$ cat src/rtl/bcd_seg_pkg.sv
package bcd_seg_pkg;
  localparam int DIGIT_W = 4;
  localparam int SEG_W   = 7;

  typedef logic [DIGIT_W-1:0] bcdDigit_t;
  typedef logic [SEG_W-1:0]   segVec_t;
endpackage

$ cat src/rtl/bcd_add3_cell.sv
module bcd_add3_cell
  import bcd_seg_pkg::*;
(
  input  bcdDigit_t cellIn,
  output bcdDigit_t cellOut
);
  always_comb begin
    if (cellIn >= 4'd5 && cellIn <= 4'd9) cellOut = cellIn + 4'd3;
    else                                  cellOut = cellIn;
  end

  // a valid digit never comes out in the range 5..7
  always_comb begin
    if (cellIn <= 4'd9)
      a_r4_no_mid_output: assert (!(cellOut inside {4'd5, 4'd6, 4'd7}))
        else $error("add-3 cell produced %0d from %0d", cellOut, cellIn);
  end
endmodule

$ cat src/rtl/bcd_shift_array.sv
module bcd_shift_array
  import bcd_seg_pkg::*;
#(
  parameter int BIN_W  = 9,
  parameter int DIGITS = 3
) (
  input  logic [BIN_W-1:0]              binVal,
  output logic [DIGITS-1:0][DIGIT_W-1:0] bcdVal
);
  localparam int TOT_W = DIGITS * DIGIT_W + BIN_W;

  logic [BIN_W:0][TOT_W-1:0]                stageVal;
  logic [BIN_W-1:0][DIGITS-1:0][DIGIT_W-1:0] digCorr;
  logic unusedLowBits;

  assign stageVal[0] = {{(DIGITS*DIGIT_W){1'b0}}, binVal};

  for (genvar s = 0; s < BIN_W; s++) begin : gStage
    for (genvar d = 0; d < DIGITS; d++) begin : gDigit
      bcd_add3_cell uCell (
        .cellIn (stageVal[s][BIN_W + DIGIT_W*d +: DIGIT_W]),
        .cellOut(digCorr[s][d])
      );
    end
    // The shift is wiring: the next row sits one bit higher.
    assign stageVal[s+1] = {digCorr[s], stageVal[s][BIN_W-1:0]} << 1;
  end

  assign bcdVal        = stageVal[BIN_W][TOT_W-1:BIN_W];
  assign unusedLowBits = ^stageVal[BIN_W][BIN_W-1:0];

  // every produced digit is a legal decimal digit
  // top digit bounded by the largest 9-bit value
  always_comb begin
    for (int d = 0; d < DIGITS; d++)
      a_r1_digit_legal: assert (bcdVal[d] <= 4'd9)
        else $error("digit %0d out of range: %0d", d, bcdVal[d]);
    if (BIN_W == 9 && DIGITS == 3)
      a_r3_hundreds_max: assert (bcdVal[2] <= 4'd5)
        else $error("hundreds digit %0d exceeds 5", bcdVal[2]);
  end
endmodule

$ cat src/rtl/bcd_seg_decoder.sv
module bcd_seg_decoder
  import bcd_seg_pkg::*;
#(
  parameter bit ACTIVE_LOW = 1'b1
) (
  input  bcdDigit_t digitIn,
  output segVec_t   segOut
);
  segVec_t litPattern;
  segVec_t litView;

  always_comb begin
    unique case (digitIn)
      4'd0:    litPattern = 7'h3F;
      4'd1:    litPattern = 7'h06;
      4'd2:    litPattern = 7'h5B;
      4'd3:    litPattern = 7'h4F;
      4'd4:    litPattern = 7'h66;
      4'd5:    litPattern = 7'h6D;
      4'd6:    litPattern = 7'h7D;
      4'd7:    litPattern = 7'h07;
      4'd8:    litPattern = 7'h7F;
      4'd9:    litPattern = 7'h6F;
      default: litPattern = 7'h00;
    endcase
  end

  if (ACTIVE_LOW) begin : gAnode
    assign segOut = ~litPattern;
  end else begin : gCathode
    assign segOut = litPattern;
  end

  assign litView = ACTIVE_LOW ? ~segOut : segOut;

  always_comb begin
    if (digitIn > 4'd9)
      a_r9_blank_level: assert (segOut == {SEG_W{ACTIVE_LOW}})
        else $error("code %0d not blanked: %h", digitIn, segOut);
    else
      a_r6_min_lit: assert ($countones(litView) >= 2)
        else $error("digit %0d lights too few segments", digitIn);
  end
endmodule

$ cat src/rtl/bin_bcd_seg_driver.sv
module bin_bcd_seg_driver
  import bcd_seg_pkg::*;
#(
  parameter int BIN_W      = 9,
  parameter bit ACTIVE_LOW = 1'b1
) (
  input  logic [BIN_W-1:0]   binIn,
  output logic [DIGIT_W-1:0] unitsBcd,
  output logic [DIGIT_W-1:0] tensBcd,
  output logic [DIGIT_W-1:0] hundredsBcd,
  output logic [SEG_W-1:0]   unitsSeg,
  output logic [SEG_W-1:0]   tensSeg,
  output logic [SEG_W-1:0]   hundredsSeg
);
  localparam int DIGITS = 3;

  logic [DIGITS-1:0][DIGIT_W-1:0] bcdAll;
  logic [DIGITS-1:0][SEG_W-1:0]   segAll;

  bcd_shift_array #(.BIN_W(BIN_W), .DIGITS(DIGITS)) uArray (
    .binVal(binIn),
    .bcdVal(bcdAll)
  );

  for (genvar d = 0; d < DIGITS; d++) begin : gDec
    bcd_seg_decoder #(.ACTIVE_LOW(ACTIVE_LOW)) uDec (
      .digitIn(bcdAll[d]),
      .segOut (segAll[d])
    );
  end

  assign unitsBcd    = bcdAll[0];
  assign tensBcd     = bcdAll[1];
  assign hundredsBcd = bcdAll[2];
  assign unitsSeg    = segAll[0];
  assign tensSeg     = segAll[1];
  assign hundredsSeg = segAll[2];
endmodule

$ cat config.mk
export PLATFORM = sky130hd
export DESIGN_NAME = bin_bcd_seg_driver
export DESIGN_NICKNAME = d
export VERILOG_FILES = /design/src/rtl/bcd_seg_pkg.sv /design/src/rtl/bcd_add3_cell.sv /design/src/rtl/bcd_shift_array.sv /design/src/rtl/bcd_seg_decoder.sv /design/src/rtl/bin_bcd_seg_driver.sv
export SDC_FILE = /design/constraint.sdc
export NUM_CORES = 1
export LEC_CHECK = 0
export BUFFER_PORTS_ARGS = -buffer_cell sky130_fd_sc_hd__buf_2
export CORE_ASPECT_RATIO = 0.6
export CORE_MARGIN = 2
export CORE_UTILIZATION = 60
export DETAILED_ROUTE_END_ITERATION = 16
export GPL_TIMING_DRIVEN = 0
export MAX_ROUTING_LAYER = met4
export PLACE_DENSITY_LB_ADDON = 0.3
export SLEW_MARGIN = 15
export SYNTH_ARGS = -nofsm -noshare
export SYNTH_HDL_FRONTEND = slang
export SYNTH_SLANG_ARGS = --single-unit
$ cat constraint.sdc
create_clock -name vclk -period 13.2
set_input_delay 1.32 -clock vclk [all_inputs]
set_output_delay 1.32 -clock vclk [all_outputs]
set_load 0.05 [all_outputs]
==> metrics.log <==
[metrics] result of the run: completed
[metrics] via density per instance: between 6 and 7
[metrics] remaining design rule violation count: 0
[metrics] DR WL/cell: 14.5 microns
[metrics] Critical-path top delay cell: sky130_fd_sc_hd__a311o_1
[metrics] multiplexer fraction of the synthesized cell area: 4.65%
[metrics] post-synthesis instance total: between 300 and 400
[metrics] WP buf/inv: 8
[metrics] vias: 2,468
[metrics] fillcell total: roughly 280
[metrics] via count of the first global-routing pass: 2,072
[metrics] data arrival at the endpoint of the critical path: between 10 and 15 ns
[metrics] count of antenna-violating nets left after detailed routing: 0
[metrics] sequential cell area: 0 sq um
[metrics] Worst Setup EP: unitsSeg[3]
[metrics] count of cells resized by post-cts repair: 0
[metrics] post-synth net total: 343
[metrics] most numerous cell on the critical path: sky130_fd_sc_hd__ha_1
[metrics] diode count: 0
[metrics] register area share after synthesis: 0%
[metrics] XOR/XNOR share of the synthesized area: roughly 3.6%
[metrics] height of the die: just over 50 microns
[metrics] relative max-transition margin: between 50% and 60%
[metrics] final weighted congestion of routability-driven global placement: about 0.89
[metrics] synthesized cell area: approximately 0.0022 sq mm
[metrics] CP Class: in -> out
[metrics] grt total ovfl: 0
[metrics] Slew Viols, Final: 0
[metrics] setup violators final: 0
[metrics] # nets final: 386
[metrics] min cycle time layout: approximately 12 ns
[metrics] most frequent standard cell in the layout excluding fill and tap cells: sky130_fd_sc_hd__buf_2
[metrics] max-cap viol count: 0
[metrics] pin count of the biggest net entering global routing: 11
[metrics] Chip Width: 82.3 microns
[metrics] DRT Wirelength: between 5000 and 6000 microns
[metrics] Achievable Freq: 86.4 MHz
[metrics] number of synthesis warnings: 0
[metrics] area enclosed by the die boundary: approximately 0.0042 sq mm
[metrics] Tcrit/Tclk final: ~88%
[metrics] global-route wire length before repair: ~9200 microns
[metrics] layout cells sized above 1: 24.1%
[metrics] critical path launch point: binIn[7]
[metrics] most area-hungry cell type in the Yosys netlist: sky130_fd_sc_hd__ha_1
[metrics] RSZ-0062 raised after global routing: false
[metrics] combinational family with the most area after synthesis: compound AO/OA/AOI/OAI gates
[metrics] Starting Density: ~65%
[metrics] post-CTS setup buffer count: 0
[metrics] growth of design area from synthesis to finish: 11.9%
[metrics] count of hold buffers inserted by post-cts repair: 0
[metrics] instance count on the critical path: 43
[metrics] CP Capture Type: output pin
[metrics] adder-cell share of the synthesized area: between 15 and 20%
[metrics] HP Class: in -> out
[metrics] most used cells in the layout excluding fill and tap cells: sky130_fd_sc_hd__buf_2, sky130_fd_sc_hd__ha_1, sky130_fd_sc_hd__inv_1
[metrics] First-pass DRT Iterations: 5
[metrics] GR Util All Layers: 27.3%
[metrics] I/O pin total: 42
[metrics] Post-Synth Simple-Gate Area: between 20% and 30%
[metrics] post-synthesis cell type count: between 70 and 80
[metrics] Crit path largest cell delay: approximately 0.37 ns
[metrics] core region area: between 0.003 and 0.004 sq mm
[metrics] number of clock buffers in the layout: 0
[metrics] share of the synthesized area in compound gates (AO/OA/AOI/OAI): a little over 40%
[metrics] number of input and output port buffers inserted: a little over 40
[metrics] pin slew with the least headroom to its limit: 0.678 ns
[metrics] detailed placement HPWL: around 4600 microns
[metrics] number of endpoints with negative hold slack in the final report: 0
[metrics] total negative slack: 0 ns
[metrics] data required time of the critical path: 11.88 ns
[metrics] number of placement rows: 16
[metrics] sequential cell count: 0
[metrics] top cell type's share of synthesized area: about 17%
[metrics] initial antenna violation count: 0
[metrics] startpoint type of the worst setup path: primary input
[metrics] maximum fanout along the worst path: 9
[metrics] Detailed Route Iter0 Violations: 164
[metrics] mean cell area of the mapped netlist: about 7.3 sq um
[metrics] top post-synthesis cells by area: sky130_fd_sc_hd__ha_1, sky130_fd_sc_hd__inv_1, sky130_fd_sc_hd__a21oi_1
[metrics] family of cells with the greatest summed delay on the critical path: compound AO/OA/AOI/OAI gates
[routing by layer]
layer | track usage, % | vias to the layer above | routed length (microns) | part of all wire, %
met5 | - | - | 0 | 0
met3 | 0.353 | 0 | 455 | 8.0
met2 | 40.6 | 118 | 2260 | 40
li1 | - | 1234 | - | -
met4 | 1.94 | 0 | 0 | 0
met1 | 42.6 | 1116 | 2940 | 52
[worst min-delay path by stage]
stage / start / end / slack (ns) / cells past startpoint
2_1_floorplan: binIn[0] / unitsBcd[0] / 2.81 / 1
3_3_place_gp: binIn[0] / unitsBcd[0] / 3.10 / 3
3_5_place_dp: binIn[0] / unitsBcd[0] / 3.10 / 3
4_1_cts: binIn[0] / unitsBcd[0] / 3.10 / 3
5_1_grt: binIn[0] / unitsBcd[0] / 3.11 / 3
6_report: binIn[0] / unitsBcd[0] / 3.11 / 3
[stage by stage]
step	util, %	worst slack (ns)	area [sq um]	hold slack [ns]	std cells
floorplan	-	2.22	2200	2.81	304
global placement	72.9	2.09	2470	3.10	390
detailed placement	72.9	1.82	2470	3.10	390
CTS	72.9	1.78	2470	3.10	390
global route	72.9	1.04	2470	3.11	390
finish	72.9	1.63	2470	3.11	390
[synthesized netlist by cell type (all sizes together) (3+ instances only)]
master,instances
o21ai,23
nor2b,8
or3,6
a21oi,17
nand2b,7
o211a,4
o22a,3
ha,30
o21a,3
nand2,20
nand3,14
mux2i,5
a311o,5
a31oi,5
a22oi,3
buf,7
o22ai,4
xnor2,8
or2,5
o211ai,6
a2bb2oi,3
clkbuf,3
nor3,7
nor2,23
and3,3
inv,30
a221oi,4
a211oi,8
and2,4
a21o,3
mux2,4
[logic make-up (layout without fill, tap and decap cells)]
group,count (synthesis),count (layout)
mux,9,9
buf+inv,41,82
simple gates,104,104
other cells,1,1
compound gates,110,110
xor+xnor,9,9
fa+ha+maj,30,30
[final cells by class]
cell class | instances | area (sq um) | share of cell area, %
Inverter | 31 | 116 | 4.72
Multi-Input combinational cell | 263 | 2030 | 82.1
Timing Repair Buffer | 41 | 205 | 8.32
Buffer | 10 | 62.6 | 2.54
Tap cell | 45 | 56.3 | 2.28
Power is left out: the tool's default activity adds up to more than one toggle a clock period on the data nets, which glitch-free logic cannot reach.
